--- src/rtl/irq_arb_pkg.sv ---
package irq_arb_pkg;
    localparam int LVL_W   = 2;
    localparam int NUM_LVL = 1 << LVL_W;

    typedef enum logic [0:0] {
        ST_IDLE = 1'b0,
        ST_ACK  = 1'b1
    } arb_state_t;
endpackage

--- src/rtl/irq_level_gate.sv ---
module irq_level_gate
    import irq_arb_pkg::*;
#(
    parameter int N_SRC = 8
) (
    input  logic [N_SRC-1:0]       req,
    input  logic [N_SRC-1:0]       mask,
    input  logic [N_SRC-1:0]       is_macro,
    input  logic [LVL_W*N_SRC-1:0] prio,
    input  logic                   ie,
    input  logic                   nest_same,
    input  logic                   busy,
    input  logic [1:0]             nmi_srv,
    input  logic [NUM_LVL-1:0]     isr,
    output logic [N_SRC-1:0]       elig
);
    logic [NUM_LVL-1:0] lvl_ok;
    logic               mask_open;

    // Levels that may preempt the most urgent open level.
    always_comb begin
        if (isr[0])      lvl_ok = 4'b0000;
        else if (isr[1]) lvl_ok = 4'b0001;
        else if (isr[2]) lvl_ok = 4'b0011;
        else if (isr[3]) lvl_ok = {nest_same, 3'b111};
        else             lvl_ok = 4'b1111;
    end

    assign mask_open = ie && (nmi_srv == 2'b00);

    for (genvar i = 0; i < N_SRC; i++) begin : g_src
        assign elig[i] = !busy && req[i] && !mask[i] &&
                         (is_macro[i] || (mask_open && lvl_ok[prio[LVL_W*i +: LVL_W]]));
    end
endmodule

--- src/rtl/irq_pick.sv ---
module irq_pick
    import irq_arb_pkg::*;
#(
    parameter int N_SRC = 8,
    localparam int ID_W = $clog2(N_SRC)
) (
    input  logic [N_SRC-1:0]       elig,
    input  logic [LVL_W*N_SRC-1:0] prio,
    output logic                   found,
    output logic [ID_W-1:0]        win_id,
    output logic [LVL_W-1:0]       win_lvl
);
    // Scan from least to most urgent; the last match overrides earlier ones.
    always_comb begin
        found   = 1'b0;
        win_id  = '0;
        win_lvl = '0;
        for (int l = NUM_LVL - 1; l >= 0; l--) begin
            for (int i = N_SRC - 1; i >= 0; i--) begin
                if (elig[i] && (prio[LVL_W*i +: LVL_W] == LVL_W'(l))) begin
                    found   = 1'b1;
                    win_id  = ID_W'(i);
                    win_lvl = LVL_W'(l);
                end
            end
        end
    end
endmodule

--- src/rtl/irq_nest_arbiter.sv ---
module irq_nest_arbiter
    import irq_arb_pkg::*;
#(
    parameter int N_SRC = 8,
    localparam int ID_W = $clog2(N_SRC)
) (
    input  logic                   clk,
    input  logic                   rst_n,
    input  logic [N_SRC-1:0]       req,
    input  logic [N_SRC-1:0]       mask,
    input  logic [N_SRC-1:0]       is_macro,
    input  logic [2*N_SRC-1:0]     prio,
    input  logic                   ie_set,
    input  logic                   nest_same,
    input  logic [1:0]             nmi_srv,
    input  logic                   reti,
    output logic                   ack,
    output logic [ID_W-1:0]        ack_id,
    output logic [1:0]             ack_lvl,
    output logic                   ack_macro,
    output logic                   ie,
    output logic [3:0]             isr
);
    arb_state_t          state, state_n;
    logic [N_SRC-1:0]    elig;
    logic                found;
    logic [ID_W-1:0]     win_id;
    logic [LVL_W-1:0]    win_lvl;
    logic                grant, grant_mask;
    logic [NUM_LVL-1:0]  isr_low, isr_n;

    irq_level_gate #(.N_SRC(N_SRC)) u_gate (
        .req(req), .mask(mask), .is_macro(is_macro), .prio(prio),
        .ie(ie), .nest_same(nest_same), .busy(state == ST_ACK),
        .nmi_srv(nmi_srv), .isr(isr), .elig(elig)
    );

    irq_pick #(.N_SRC(N_SRC)) u_pick (
        .elig(elig), .prio(prio), .found(found),
        .win_id(win_id), .win_lvl(win_lvl)
    );

    assign grant      = (state == ST_IDLE) && found;
    assign grant_mask = grant && !is_macro[win_id];

    // State register.
    always_ff @(posedge clk) begin
        if (!rst_n) state <= ST_IDLE;
        else        state <= state_n;
    end

    always_comb begin
        unique case (state)
            ST_IDLE: state_n = found ? ST_ACK : ST_IDLE;   // IDLE_TO_ACK
            ST_ACK:  state_n = ST_IDLE;                     // ACK_TO_IDLE
            default: state_n = ST_IDLE;
        endcase
    end

    // Outputs and in-service state.
    assign ack     = (state == ST_ACK);
    assign isr_low = isr & (~isr + 4'd1);
    assign isr_n   = (reti ? (isr & ~isr_low) : isr) |
                     (grant_mask ? (4'b0001 << win_lvl) : 4'b0000);

    always_ff @(posedge clk) begin
        if (!rst_n) begin
            ack_id    <= '0;
            ack_lvl   <= '0;
            ack_macro <= 1'b0;
            ie        <= 1'b0;
            isr       <= '0;
        end else begin
            if (grant) begin
                ack_id    <= win_id;
                ack_lvl   <= win_lvl;
                ack_macro <= is_macro[win_id];
            end
            if (grant_mask)  ie <= 1'b0;
            else if (ie_set) ie <= 1'b1;
            isr <= isr_n;
        end
    end

    // Assertions
    a_r4_single_pulse: assert property (@(posedge clk) disable iff (!rst_n)
        ack |=> !ack);
    a_r5_ie_cleared: assert property (@(posedge clk) disable iff (!rst_n)
        (ack && !ack_macro) |-> !ie);
    a_r6_ie_gate: assert property (@(posedge clk) disable iff (!rst_n)
        (ack && !$past(ie)) |-> ack_macro);
    a_r8_level0_closed: assert property (@(posedge clk) disable iff (!rst_n)
        (ack && $past(isr[0])) |-> ack_macro);
    a_r7_same_level: assert property (@(posedge clk) disable iff (!rst_n)
        (ack && !ack_macro && ack_lvl == 2'd3 && $past(isr) == 4'b1000) |-> $past(nest_same));
    a_r9_nmi_gate: assert property (@(posedge clk) disable iff (!rst_n)
        (ack && $past(nmi_srv) != 2'b00) |-> ack_macro);
    a_r10_bit_set: assert property (@(posedge clk) disable iff (!rst_n)
        (ack && !ack_macro) |-> isr[ack_lvl]);
    a_r10_macro_keeps: assert property (@(posedge clk) disable iff (!rst_n)
        (ack && ack_macro && !$past(reti)) |-> (isr == $past(isr)));
    a_r12_masked: assert property (@(posedge clk) disable iff (!rst_n)
        ack |-> (($past(mask) >> ack_id) & N_SRC'(1)) == '0);
endmodule

--- config.mk ---
export PLATFORM = sky130hd
export DESIGN_NAME = irq_nest_arbiter
export DESIGN_NICKNAME = d
export VERILOG_FILES = /design/src/rtl/irq_arb_pkg.sv /design/src/rtl/irq_level_gate.sv /design/src/rtl/irq_pick.sv /design/src/rtl/irq_nest_arbiter.sv
export SDC_FILE = /design/constraint.sdc
export NUM_CORES = 1
export LEC_CHECK = 0
export BUFFER_PORTS_ARGS = -buffer_cell sky130_fd_sc_hd__buf_2
export CAP_MARGIN = 10
export CORE_ASPECT_RATIO = 0.8
export CORE_MARGIN = 2
export CORE_UTILIZATION = 40
export DETAILED_ROUTE_END_ITERATION = 12
export PLACE_DENSITY = 0.66
export SETUP_SLACK_MARGIN = 0.3
export SYNTH_ARGS = -nofsm -noshare
export SYNTH_HDL_FRONTEND = slang
export SYNTH_HIERARCHICAL = 1
export SYNTH_SLANG_ARGS = --single-unit
--- constraint.sdc ---
create_clock -name clk -period 9.75 [get_ports clk]
set_input_delay 0.4875 -clock clk [delete_from_list [all_inputs] [get_ports clk]]
set_output_delay 0.4875 -clock clk [all_outputs]
set_load 0.02 [all_outputs]
==> reports/results.txt, run 1 <==
initial antenna violation count -> 0
area of the mapped netlist -> 0.00155 mm^2
Clk Latency, worst-skew pair -> 240 ps
Worst Setup End Kind -> flip-flop
post-synth top area share -> 0.155
Final setup viols -> 0
via count -> 1938
Slew headroom -> 0.454
CTS tree -> built
Switching Power -> 93.5 uW
DPL Wire Length -> 4010 um
Resized cells post-CTS -> 0
drt via density -> 6.08
ratio of cells with drive above 1 in the final layout -> 0.273
Die Wd -> 73.7 um
post-synthesis sequential area ratio -> 0.155
Flop pwr share -> 0.295
FF-to-FF setup slack -> 5330 ps
DRT Wirelength -> 4950 um
Post-CTS Setup Bufs -> 0
cts hold-fix bufs -> 0
RSZ-0062 raised after global routing -> no
Slew Viols, Final -> 0
GR Util All Layers -> 0.233
Nets -> 324
io pins -> 59
ANT nets after route -> 0
routability cong. -> 0.863
Max VDD drop -> 0.104 mV
grt ovf -> 0
placed standard-cell area -> 0.00187 mm^2
Synth area leader -> dfxtp_1
DR DRC count -> 0
Least-Margin Pin Slew -> 816 ps
Main synth FF type -> dfxtp_1
Hold Violations, Final -> 0
Leakage Power -> 0.000865 uW
Pwr per Cell Area -> 116 mW/mm^2
fillers -> 410
Final period util -> 0.454
switch share -> 0.420
Port Buffers -> 58
most area-consuming cells after synthesis -> dfxtp_1 15%, nand3b_1 11%, a21oi_1 10%
largest incremental delay on the critical path -> 730 ps
kind of critical path -> in2reg
Mapped Nets -> 266
Async SR Flop Fraction -> 0
Yosys cell types -> 47
Warnings, synthesis -> 6
Critical-path top delay cell -> nor4b_4
count leader, synth -> a21oi_1
root buf cell -> clkbuf_8
most frequent cells after synthesis -> 32 x a21oi_1, 29 x nand2_1, 22 x nand3b_1
Num CTS Buffers -> 3
Die Area -> 0.00440 mm^2
DR WL/cell -> 15.5 um
CP arrival -> 4600 ps
status -> complete, no violations
worst min-delay path class -> reg2reg
Worst Skew -> 2.64 ps
Final Util -> 0.510
first-pass iteration count of the detailed router -> 4
Peak Freq -> 226 MHz
core box area -> 0.00375 mm^2
Die Y-Extent -> 59.8 um
Avg Inst Size Synth -> 7.10 um^2
clk slew on worst S/H paths -> 50 ps
depth of the CTS H-tree -> 1
critical path required time -> 9930 ps
Synth Register Bits -> 12
Int Power -> 129 uW
area delta synth->final -> 23.2%
Comb pwr share -> 0.506
Period minus WS final -> 4420 ps
worst-path cell chain -> buf_2, nor4b_4, nand4_1, a21oi_1, nand3b_1, and2_1, a2111oi_0, o21ai_0, o32ai_1, mux2_2, a222oi_1, a31o_1
n_diodes -> 0
power share of the clock group -> 0.199
Starting Density -> 0.414
deepest clock path buffer count -> 2
largest net degree at the start of global routing -> 17
synthesized netlist cell count -> 219
Max Cap Viol -> 0
vias in the first global route -> 1645
Row Count -> 20
number of synthesized flops with an enable pin -> 0
post-route cell area -> 0.00191 mm^2
crit path max fanout -> 16
critical path launch point type -> primary input
Final TNS setup -> 0 ps
first-pass GRT wire length -> 8000 um
initial DRC count -> 140
clock sink total -> 12
cell families (layout without fill, tap and decap cells):
group           count (synthesis)  count (layout)  share of synthesized area
compound gates                 69              69                      0.285
buf+inv                         7              63                     0.0217
flops                          12              12                      0.155
mux                             4               4                     0.0314
simple gates                  127             127                      0.507
critical path: cells and delay by family:
family          cells  cell delay (ps)
mux                 1              410
simple gates        4             1310
buf+inv             1              110
compound gates      6             2260
cells in the final DEF, fill, tap and decap left out, types with 3 or more instances in the layout:
cell / n
nor2_1: 15
buf_2: 58
nor2b_1: 3
a31o_1: 4
o2111ai_1: 3
nand2b_1: 5
nand4_1: 11
dfxtp_1: 12
nand2_1: 29
nor3b_1: 6
and2_1: 4
o21ai_0: 8
and3_1: 5
or3b_2: 3
nand3b_1: 22
clkbuf_8: 3
and3b_1: 6
nand3_1: 6
a21boi_0: 5
a21oi_1: 32
power groups by stage:
| stage | Sequential (uW) | Clock [uW] | Combinational (uW) |
|---|---|---|---|
| 6_report | 65.5 | 44.4 | 113 |
| 3_3_place_gp | 66.7 | 0 | 110 |
| 5_1_grt | 67.2 | 48.8 | 125 |
| 2_1_floorplan | 72.8 | 0 | 66.1 |
| 4_1_cts | 65.6 | 45.9 | 112 |
| 3_5_place_dp | 66.6 | 0 | 111 |
through the flow:
step	power (uW)	setup slack, ps	hold slack (ps)	instances
2_1_floorplan	139	6070	541	219
3_3_place_gp	177	5190	454	316
3_5_place_dp	178	5150	456	316
4_1_cts	223	5400	464	319
5_1_grt	241	4840	481	319
6_report	223	5330	460	319
sequential cells by signal (all words and copies together), names as in the netlist:
| register | flops |
|---|---|
| ack_id | 3 |
| isr | 4 |
| ack | 1 |
| ack_lvl | 2 |
| ack_macro | 1 |
| ie | 1 |
path summary, 6_finish.rpt:
| path | startpoint | to | depth (start not counted) |
|---|---|---|---|
| worst max register to register | isr[0] | isr[0] | 11 |
| worst min-delay path | ack_id[2] | ack_id[2] | 2 |
| worst min register to register | ack_id[2] | ack_id[2] | 2 |
| worst max-delay path | nmi_srv[1] | isr[0] | 12 |
routing by layer:
metal / routed length [um] / vias to the layer above / global-route usage
li1: - / 962 / -
met1: 2450 / 878 / 0.368
met2: 2060 / 94 / 0.329
met3: 397 / 4 / 0.0438
met4: 34 / 0 / 0.0338
met5: 0 / - / 0
cell type report:
| type | count | area (um^2) | share of cell area |
|---|---|---|---|
| tap | 44 | 55.1 | 0.0288 |
| sequential | 12 | 240 | 0.125 |
| timing repair buffer | 58 | 290 | 0.152 |
| inverter | 2 | 7.51 | 0.00392 |
| multi-input combinational | 200 | 1280 | 0.669 |
| clock buffer | 3 | 41.3 | 0.0216 |
(Power assumes the default switching activity.)
==> inputs of run 2 (changes only) <==
- PLACE_DENSITY: 0.66 -> 0.69
- clock period: 9.75 -> 3.9 ns (I/O delays scaled with it)
==> reports/results.txt, run 2 (same netlist as run 1, synthesis figures left out) <==
first-pass GRT wire length -> 8260 um
Slew headroom -> 0.671
io pins -> 59
switch share -> 0.404
kind of critical path -> reg2reg
Switching Power -> 251 uW
clock sink total -> 12
Final TNS setup -> 0 ps
n_diodes -> 0
Max Cap Viol -> 0
DR WL/cell -> 15.9 um
Clk Latency, worst-skew pair -> 240 ps
hold slack -> 254 ps
status -> complete, no violations
cells on worst reg2reg path -> 14
Max VDD drop -> 0.232 mV
Slew Viols, Final -> 0
Nets -> 336
initial antenna violation count -> 0
Starting Density -> 0.414
Flop pwr share -> 0.260
Die Wd -> 73.7 um
Largest Register -> isr
FF-to-FF setup slack -> 530 ps
Die Y-Extent -> 59.8 um
Port Buffers -> 58
CTS tree -> built
commonest non-fill, non-tap cell in the layout -> buf_2
DRT Wirelength -> 5290 um
root buf cell -> clkbuf_8
largest net degree at the start of global routing -> 17
reg2reg start -> isr[0]
drt via density -> 6.15
Largest register FFs -> 4
DR DRC count -> 0
area delta synth->final -> 34.4%
Int Power -> 370 uW
depth of the CTS H-tree -> 1
initial DRC count -> 224
grt ovf -> 0
DPL Wire Length -> 4070 um
GR Util All Layers -> 0.244
Hold Path End -> ie
first-pass iteration count of the detailed router -> 5
Leakage Power -> 0.000945 uW
Design Power -> 621 uW
crit path max fanout -> 15
Worst Skew -> 0.740 ps
Least-Margin Pin Slew -> 492 ps
Num CTS Buffers -> 3
clk slew on worst S/H paths -> 50 ps
Final period util -> 0.863
routability cong. -> 0.884
critical path launch point type -> flip-flop
power share of the clock group -> 0.220
Row Count -> 20
Die Area -> 0.00440 mm^2
core box area -> 0.00375 mm^2
fillers -> 380
deepest clock path buffer count -> 2
via count -> 2041
Pwr per Cell Area -> 297 mW/mm^2
worst min-delay path class -> in2reg
Comb pwr share -> 0.520
Multi-input gate area -> 0.00135 mm^2
Reg-to-Reg End -> isr[0]
Final setup viols -> 0
Worst Setup End Kind -> flip-flop
Top Registers -> isr: 4 flops, ack_id: 3 flops, ack_lvl: 2 flops
RSZ-0062 raised after global routing -> no
vias in the first global route -> 1713
CP arrival -> 3560 ps
ANT nets after route -> 0
hold_sp -> ie_set
register area -> 240 um^2
Peak Freq -> 297 MHz
Worst Hold Path Cells -> 3
ratio of cells with drive above 1 in the final layout -> 0.351
Period minus WS final -> 3370 ps
critical path required time -> 4090 ps
most frequent cells in the layout -> 58 x buf_2, 29 x nand2_1, 25 x a21oi_1
Hold Violations, Final -> 0
==> run 2: changes by cell type in the layout (fill, tap and decap cells not counted), moves of 2 or more <==
cell | previous run | this run
buf_4 | 0 | 11
a21oi_1 | 32 | 25
a21oi_2 | 0 | 6
nor3b_1 | 6 | 4
nor3b_2 | 1 | 3
==> run 2: how the worst max path moves through the flow <==
| stage | from | slack (ps) | depth (start not counted) | end |
|---|---|---|---|---|
| after floorplan | isr[0] | 360 | 12 | isr[0] |
| after global placement | isr[2] | 360 | 12 | ack_macro |
| after detailed placement | isr[0] | 300 | 13 | ie |
| after CTS | isr[0] | 330 | 11 | isr[2] |
| after global routing | isr[0] | 270 | 14 | isr[3] |
| final | isr[0] | 530 | 14 | isr[0] |
==> run 2: cell type report <==
| type | count | share of cell area |
|---|---|---|
| Clock buffer | 4 | 0.0264 |
| Multi-Input combinational cell | 200 | 0.645 |
| Inverter | 2 | 0.00359 |
| Sequential cell | 12 | 0.115 |
| Tap cell | 44 | 0.0264 |
| Timing Repair Buffer | 70 | 0.184 |
==> run 2: through the flow <==
stage,utilization,setup slack [ps],instance area (um^2),instances
final,0.556,535,2090,332
after global routing,0.556,269,2090,332
after CTS,0.527,334,1980,325
after detailed placement,0.511,298,1920,321
after global placement,0.511,359,1920,321
after floorplan,-,361,1560,219
==> run 2: routing by layer <==
layer,GRT usage,vias up,part of all wire
li1,-,985,-
met4,0.0519,0,0.024
met2,0.353,130,0.41
met5,0,-,0
met1,0.368,908,0.46
met3,0.0489,18,0.10
==> run 2: repair_timing <==
action                     CTS  global route
setup endpoints to repair    5             6
gates resized for setup      1            15
cloned                       0             0
pin swaps                    0             5
buffers inserted             0             7
hold buffers                 0             0
==> run 2: critical path: stages (launching register included) <==
cell and delay [ps]:
dfxtp_1 340, nor4b_4 280, buf_6 190, nand4_1 110, a21oi_2 180, nand3b_1 180, and2_1 230, a2111oi_1 360
o21ai_1 150, o32ai_2 170, buf_4 190, mux2_4 290, a222oi_1 310, buf_4 200, a31o_1 140
==> run 2: power groups by stage <==
stage | clock [uW] | combinational (uW) | sequential [uW]
floorplan | 0 | 167 | 182
global placement | 0 | 289 | 164
detailed placement | 0 | 291 | 165
CTS | 140 | 293 | 163
global route | 144 | 357 | 166
finish | 136 | 323 | 162
==> inputs of run 3 (changes only) <==
==> constraint.sdc (replaced) <==
create_clock -name clk -period 3.9 [get_ports clk]
set_input_delay 0.39 -clock clk [delete_from_list [all_inputs] [get_ports clk]]
set_output_delay 0.39 -clock clk [all_outputs]
set_load 0.02 [all_outputs]
==> reports/results.txt, run 3 (same netlist as run 1, synthesis figures left out) <==
Final WS setup -> 442 ps
Pwr per Cell Area -> 303 mW/mm^2
cells on worst reg2reg path -> 13
status -> complete, no violations
Worst Skew -> 1.87 ps
most frequent cells in the layout -> 58 x buf_2, 29 x nand2_1, 26 x a21oi_1
Max Cap Viol -> 0
Slew Viols, Final -> 0
via count -> 1999
crit path max fanout -> 16
critical path launch point type -> flip-flop
GR Util met1 -> 0.345
Max VDD drop -> 0.212 mV
Worst Hold Path Cells -> 3
initial antenna violation count -> 0
CTS tree -> built
DRT Wirelength -> 5190 um
kind of critical path -> reg2reg
Period minus WS final -> 3460 ps
Die Area -> 0.00440 mm^2
Hold Violations, Final -> 0
Nets -> 330
Row Count -> 20
DR DRC count -> 0
core box area -> 0.00375 mm^2
Clk Latency, worst-skew pair -> 250 ps
post-route cell area -> 0.00203 mm^2
cts hold-fix bufs -> 0
Final period util -> 0.887
RSZ-0062 raised after global routing -> no
Design Power -> 615 uW
critical path required time -> 4090 ps
clock sink total -> 12
Largest Register -> isr
met3 global-route usage -> 0.0556
ratio of cells with drive above 1 in the final layout -> 0.323
Die Y-Extent -> 59.8 um
clk slew on worst S/H paths -> 50 ps
worst min-delay path class -> in2reg
largest net degree at the start of global routing -> 17
Die Wd -> 73.7 um
ANT nets after route -> 0
routability cong. -> 0.863
DR WL/cell -> 15.9 um
n_diodes -> 0
Final setup viols -> 0
Least-Margin Pin Slew -> 557 ps
depth of the CTS H-tree -> 1
Critical-path top delay cell -> mux2_2
first-pass iteration count of the detailed router -> 5
Largest register FFs -> 4
first-pass GRT wire length -> 7900 um
DP Worst Slack -> 112 ps
non-filler cells, final -> 326
met2 usage -> 0.333
Port Buffers -> 58
Worst Setup End Kind -> flip-flop
Peak Freq -> 289 MHz
cell count after placement -> 321
vias in the first global route -> 1597
initial DRC count -> 220
DPL Wire Length -> 4050 um
Top Registers -> isr: 4 flops, ack_id: 3 flops, ack_lvl: 2 flops
Final TNS setup -> 0 ps
drt via density -> 6.13
Leakage Power -> 0.000910 uW
Num CTS Buffers -> 3
area delta synth->final -> 30.4%
commonest non-fill, non-tap cell in the layout -> buf_2
root buf cell -> clkbuf_8
busiest layer in global routing -> met1
placed standard-cell area -> 0.00192 mm^2
worst-path cell chain -> nor4b_4, buf_6, nand4_1, a21oi_4, nand3b_1, and2_1, a2111oi_2, o21ai_1, o32ai_2, mux2_2, a222oi_1, buf_4, a31o_1
io pins -> 59
GR Util All Layers -> 0.230
Starting Density -> 0.414
deepest clock path buffer count -> 2
grt ovf -> 0
FF-to-FF setup slack -> 440 ps
Slew headroom -> 0.628
largest incremental delay on the critical path -> 400 ps
CP arrival -> 3650 ps
-- run 3: timing repair --
| item | 4_1_cts | 5_1_grt |
|---|---|---|
| buffers inserted | 0 | 1 |
| pin swaps | 0 | 2 |
| endpoints found under the hold margin | 0 | 0 |
| gates resized for setup | 1 | 12 |
| endpoints found under the setup margin | 6 | 6 |
-- run 3: through the flow --
step                      hold slack, ps  utilization
after global routing                 421        0.540
final                                409        0.540
after detailed placement             456        0.511
after floorplan                      541            -
after CTS                            410        0.527
after global placement               456        0.511
-- run 3: report_power, final --
| part | total, uW | internal, uW | switching [uW] |
|---|---|---|---|
| registers | 162 | 143 | 18.9 |
| clock network | 139 | 89.4 | 49.6 |
| logic | 314 | 130 | 184 |
-- run 3: critical path: cells and delay by family, from the launching register on --
kind | cells | cell delay (ps)
muxes | 1 | 400
DFF | 1 | 350
AOI/OAI and AO/OA | 6 | 1460
buffers and inverters | 2 | 400
and+or+nand+nor | 4 | 780
-- run 3: cell type report --
class | instances | area, um^2
Fill cell | 375 | 1730
Clock buffer | 4 | 55.1
Sequential cell | 12 | 240
Timing Repair Buffer | 64 | 339
Multi-Input combinational cell | 200 | 1330
Tap cell | 44 | 55.1
Inverter | 2 | 7.51
-- run 3: worst paths after layout --
path	startpoint	endpoint
min	ie_set	ie
max	isr[0]	isr[0]
min reg2reg	ack_lvl[1]	ack_lvl[1]
max reg2reg	isr[0]	isr[0]
-- run 3: per-layer routing --
metal,up-vias,part of all wire
met1,890,0.45
met3,10,0.11
met5,-,0
met4,0,0.011
li1,972,-
met2,127,0.42
